[src/rtl/irq_share_agg_pkg.sv]
package irq_share_agg_pkg;

    localparam int LINES       = 4;
    localparam int PINS_PER_DEV = 4;

    // slot-rotated routing of a device pin onto a shared line
    function automatic int route_line(input int dev, input int pin);
        return (pin + dev) % LINES;
    endfunction

endpackage

[src/rtl/irq_level_tracker.sv]
module irq_level_tracker #(
    parameter int NUM_DEV = 8,
    localparam int W = NUM_DEV * irq_share_agg_pkg::PINS_PER_DEV
) (
    input  logic         clk,
    input  logic         rst,
    input  logic [W-1:0] lvl_i,
    output logic [W-1:0] rise_o,
    output logic [W-1:0] fall_o
);

    logic [W-1:0] seen_q;

    always_ff @(posedge clk) begin
        if (rst) seen_q <= '0;
        else     seen_q <= lvl_i;
    end

    // a change is the new level minus the remembered one
    assign rise_o = lvl_i & ~seen_q;
    assign fall_o = ~lvl_i & seen_q;

endmodule

[src/rtl/irq_line_router.sv]
module irq_line_router #(
    parameter int NUM_DEV = 8,
    parameter int CW      = 4,
    parameter int LINE    = 0,
    localparam int W = NUM_DEV * irq_share_agg_pkg::PINS_PER_DEV
) (
    input  logic [W-1:0]  rise_i,
    input  logic [W-1:0]  fall_i,
    output logic [CW-1:0] up_o,
    output logic [CW-1:0] dn_o
);
    import irq_share_agg_pkg::*;

    always_comb begin
        up_o = '0;
        dn_o = '0;
        for (int d = 0; d < NUM_DEV; d++) begin
            for (int p = 0; p < PINS_PER_DEV; p++) begin
                if (route_line(d, p) == LINE) begin
                    up_o = up_o + CW'(rise_i[d*PINS_PER_DEV + p]);
                    dn_o = dn_o + CW'(fall_i[d*PINS_PER_DEV + p]);
                end
            end
        end
    end

endmodule

[src/rtl/irq_line_counter.sv]
module irq_line_counter #(
    parameter int CW = 4
) (
    input  logic          clk,
    input  logic          rst,
    input  logic [CW-1:0] up_i,
    input  logic [CW-1:0] dn_i,
    output logic [CW-1:0] count_o,
    output logic          active_o
);

    logic [CW-1:0] count_q;

    always_ff @(posedge clk) begin
        if (rst) count_q <= '0;
        else     count_q <= count_q + up_i - dn_i;
    end

    assign count_o  = count_q;
    assign active_o = (count_q != '0);

endmodule

[src/rtl/irq_share_agg.sv]
module irq_share_agg #(
    parameter int NUM_DEV = 8,
    localparam int W  = NUM_DEV * irq_share_agg_pkg::PINS_PER_DEV,
    localparam int CW = $clog2(NUM_DEV + 1),
    localparam int NL = irq_share_agg_pkg::LINES
) (
    input  logic           clk,
    input  logic           rst,
    input  logic [W-1:0]   dev_irq,
    output logic [NL-1:0]  line_irq,
    output logic [NL*CW-1:0] line_count
);

    logic [W-1:0] rise_w;
    logic [W-1:0] fall_w;

    irq_level_tracker #(.NUM_DEV(NUM_DEV)) u_track (
        .clk    (clk),
        .rst    (rst),
        .lvl_i  (dev_irq),
        .rise_o (rise_w),
        .fall_o (fall_w)
    );

    for (genvar l = 0; l < NL; l++) begin : g_line
        logic [CW-1:0] up_w;
        logic [CW-1:0] dn_w;
        logic [CW-1:0] cnt_w;

        irq_line_router #(.NUM_DEV(NUM_DEV), .CW(CW), .LINE(l)) u_route (
            .rise_i (rise_w),
            .fall_i (fall_w),
            .up_o   (up_w),
            .dn_o   (dn_w)
        );

        irq_line_counter #(.CW(CW)) u_cnt (
            .clk      (clk),
            .rst      (rst),
            .up_i     (up_w),
            .dn_i     (dn_w),
            .count_o  (cnt_w),
            .active_o (line_irq[l])
        );

        assign line_count[l*CW +: CW] = cnt_w;
    end

endmodule

[config.mk]
export PLATFORM = sky130hd
export DESIGN_NAME = irq_share_agg
export DESIGN_NICKNAME = d
export VERILOG_FILES = /design/src/rtl/irq_share_agg_pkg.sv /design/src/rtl/irq_level_tracker.sv /design/src/rtl/irq_line_router.sv /design/src/rtl/irq_line_counter.sv /design/src/rtl/irq_share_agg.sv
export SDC_FILE = /design/constraint.sdc
export NUM_CORES = 1
export LEC_CHECK = 0
export ABC_AREA = 1
export BUFFER_PORTS_ARGS = -buffer_cell sky130_fd_sc_hd__buf_2
export CAP_MARGIN = 20
export CORE_ASPECT_RATIO = 1.2
export CORE_MARGIN = 4
export CORE_UTILIZATION = 59
export DETAILED_ROUTE_END_ITERATION = 10
export PLACE_DENSITY_LB_ADDON = 0.12
export SKIP_CTS_REPAIR_TIMING = 1
export SYNTH_ARGS = -nofsm -noshare
export SYNTH_HDL_FRONTEND = slang
export SYNTH_HIERARCHICAL = 1
export SYNTH_SLANG_ARGS = --single-unit
[constraint.sdc]
create_clock -name clk -period 4.85 [get_ports clk]
set_clock_uncertainty 0.2 [all_clocks]
set_input_delay 0.2425 -clock clk [delete_from_list [all_inputs] [get_ports clk]]
set_output_delay 0.2425 -clock clk [all_outputs]
set_load 0.01 [all_outputs]
==> results <==
- The flow ran to the end, but the final reports show violations.
- The final reports fail on hold timing.
- The I/O pin count is 54.
- The pin count of the biggest net entering global routing is 49.
- The design draws 2287 uW.
- The floorplan has 33 rows.
- For this design the ratio of total power to cell area is 447.3 nW/um^2.
- The cell type contributing the most total cell area after synthesis is dfxtp_1.
- The worst setup path is captured at a flip-flop.
- The maximum root-to-sink buffer count is 2.
- The first detailed-routing pass ran for 6 iterations.
- Buffers placed on the I/O ports in this run total 53.
- The die span in x is 86.05 um.
- At the end of routability-driven placement, the weighted congestion stood at approximately 0.8.
- The level count of the clock H-tree is 2.
- The total wire length after detailed routing is 7923 um.
- The half-perimeter wire length after placement is 6287 um.
- Hold timing on the final database bottoms out at a slack of -0.02547 ns.
- The post-route fraction of the period consumed by the critical path is between 90 and 100%.
- The global-route wire length before repair is 13780 um.
- After synthesis, the netlist uses 13 different library cells.
- Each instance of the synthesized netlist takes up on average roughly 6.8 sq um.
- The number of buffers created by CTS is 5.
- Fill cells in the final layout number 582.
- The clock tree root buffer cell is clkbuf_8.
- The Yosys step of the flow raised 6 warnings.
- The leakage power is just over 0.003 uW.
- The max-cap check violation count is 0.
- For the worst setup path, the data arrival time is approximately 4.5 ns.
- Compared with the post-synthesis result, the final layout area differs by 18.54%.
- Sorting the synthesized cells by area gives the leading types as dfxtp_1 22%, inv_1 21%, fa_1 20%, ha_1 12%, nor2_1 11%.
- The post-detailed-route DRC marker count is 0.
- Summing all flip-flop and latch instances after layout gives 960.9 sq um.
- The netlist area before placement is 4313 sq um.
- After synthesis, the most frequently instantiated cells are 244 x inv_1, 124 x nor2_1, 100 x nand2_1, 48 x dfxtp_1, 44 x fa_1.
- Summed over its instances, the top area cell type makes up between 20% and 30% of the synthesized netlist area.
- Setup repair after global routing left no endpoint under its margin.
- The clock net in this run drives a total of 48 sinks.
- The total count of max-transition violations in the final report is 0.
- The area taken by multi-input logic gates is 2387 sq um.
- The number of non-filler instances in the completed layout is 810.
- The full die area is 8748 sq um.
- The final count of hold timing violations is 2.
- In the global route stage, overall resource usage came out at 19.31%.
- The clock-pin slew reported for the worst setup and hold paths after clock tree synthesis is 0.10 ns.
- The total negative slack for setup checks is 0 ns.
- The worst min-delay path class is in -> reg.
- The flip-flop cell with the highest count after synthesis is dfxtp_1.
- After global routing the overflow that remains totals 0.
- After synthesis the netlist holds a flip-flop and latch count of 48.
- The share of flip-flops with an asynchronous set or reset is 0%.
- The critical path launch point type is a flip-flop.
- The worst-case vdd ir drop is 350.0 uV.
- Before CTS, the worst setup slack after placement is 0.2629 ns.
- The number of synthesized flops with an enable pin is 0.
- The initial antenna violation count is 0.
- In this run, placement finished with an instance count of 772.
- The detailed router finished its first iteration with 76 violations.
- The TritonCTS clock tree is built.
- The required time reported for the critical path endpoint is 4.86 ns.
- The number of global-route vias before repair is 3508.
- The worst setup path category is reg -> reg.
- The shortest period the worst path allows is 4.499 ns.
- In the global route stage, met2 resource usage came out at roughly 38%.
- The net count reported at finish is 840.
- For this run, global-route usage on met3 was measured as approximately 3.7%.
- The later pin in the worst-skew pair is clocked with a latency of 0.31 ns.
- The slew at the pin with the worst max-slew slack is around 0.9 ns.
- Summing the sequential cell areas from Yosys gives between 20% and 30% of the chip area.
- The total via count in the routed design is 3591.
- The repair_antennas step left the layout with diodes totalling 0.
- In the final routed layout, each cell accounts on average for 9.781 um.
- The per-cell via count in the routed design is 4.433.
- The die height is 101.7 um.
- The most used routing layer in global routing is met2.
- The timing-limited maximum frequency is between 200 and 250 MHz.
- The worst slew margin relative to its limit is 38.67%.
- The detail route stage leaves a number of antenna-violating nets equal to 0.
- Once routing completed, OpenROAD measured the worst setup slack at 0.3507 ns.
- Global routing used 20.93% of the available met1 tracks.
- The number of nets handed over by synthesis was 753.
- The initial standard-cell utilization of the core is 61.81%.
- The area of the core is 6978 sq um.
- The final setup violation count is 0.
- Synthesis produced 635 cells.
- The most common cell in the synthesized netlist is inv_1.
- In the final layout, the share of cells above drive strength 1 is 9.544%.
- The largest fanout of any net on the critical path is 3.
-- registers in the layout (all words and copies together), names as in the netlist --
signal and count:
g_line.u_cnt/count_o 16, u_track/seen_q 32
-- worst paths after layout --
kind / end / start / slack, ns / cells after the start
max: g_line[1].u_cnt/count_o[3] / u_track/seen_q[1] / 0.35 / 22
min: u_track/seen_q[25] / dev_irq[25] / -0.03 / 3
max reg2reg: g_line[1].u_cnt/count_o[3] / u_track/seen_q[1] / 0.35 / 22
min reg2reg: g_line[2].u_cnt/count_o[3] / g_line[2].u_cnt/count_o[3] / 0.51 / 5
-- power by group --
| group | leakage, uW | switching (uW) | total, uW | internal, uW |
|---|---|---|---|---|
| registers | 0.000400 | 42.0 | 515 | 473 |
| logic | 0.00262 | 774 | 1370 | 591 |
| clock network | 0.0000784 | 149 | 407 | 258 |
-- through the flow --
step	hold slack [ns]	util, %	cell area (sq um)
2_1_floorplan	0.1137	-	4313
3_3_place_gp	0.2701	66.68	4653
3_5_place_dp	0.2791	66.68	4653
4_1_cts	-0.04873	68.96	4812
5_1_grt	0.0006027	73.27	5112
6_report	-0.02547	73.27	5112
-- critical path, cell delays in order, from the launching register on --
cell,delay [ns]
dfxtp_1,0.35
nor2_1,0.07
fa_1,0.53
inv_1,0.05
fa_1,0.50
fa_1,0.43
inv_1,0.08
ha_1,0.16
inv_1,0.05
fa_1,0.38
inv_1,0.07
nand2_1,0.06
nand2_1,0.06
inv_1,0.05
fa_1,0.53
inv_1,0.04
ha_1,0.33
nand2_1,0.08
nand2_1,0.04
nor2_1,0.15
nand3_1,0.09
nand2_1,0.06
nor2_1,0.04
-- metal layers --
layer,up-vias,wire length (um)
li1,1896,-
met1,1622,3251
met2,60,4272
met3,13,294
met4,0,106
met5,-,0
-- area by class of cell --
cell class,instances,share of cell area [%]
Clock buffer,5,1.346
Inverter,248,18.21
Sequential cell,48,18.80
Multi-Input combinational cell,336,46.70
Clock inverter,3,1.762
Timing Repair Buffer,83,11.06
Tap cell,87,2.129
-- cells in the final DEF (no fill, tap or decap) --
cell type      synthesis  layout
nand4_1                4       4
bufinv_16              0       3
xnor2_1                4       4
clkbuf_8               0       5
fa_1                  44      44
inv_2                  4       4
a21oi_1                4       4
nand3_1               12      12
dlygate4sd3_1          0      30
dfxtp_1               48      48
nor2_2                 4       4
nor2_1               124     124
nand2_1              100     100
ha_1                  40      40
buf_2                  0      53
inv_1                244     244
-- logic make-up (layout without fill, tap and decap cells) --
family / count (synthesis) / after routing / share of synthesized area (%)
buffers and inverters: 251 / 339 / 22.37
and+or+nand+nor: 244 / 244 / 22.05
adders and majority gates: 84 / 84 / 32.03
DFF: 48 / 48 / 22.28
AOI/OAI and AO/OA: 4 / 4 / 0.4642
xor gates and xnor gates: 4 / 4 / 0.8122
Note: power is estimated with default switching activity, not from simulation.
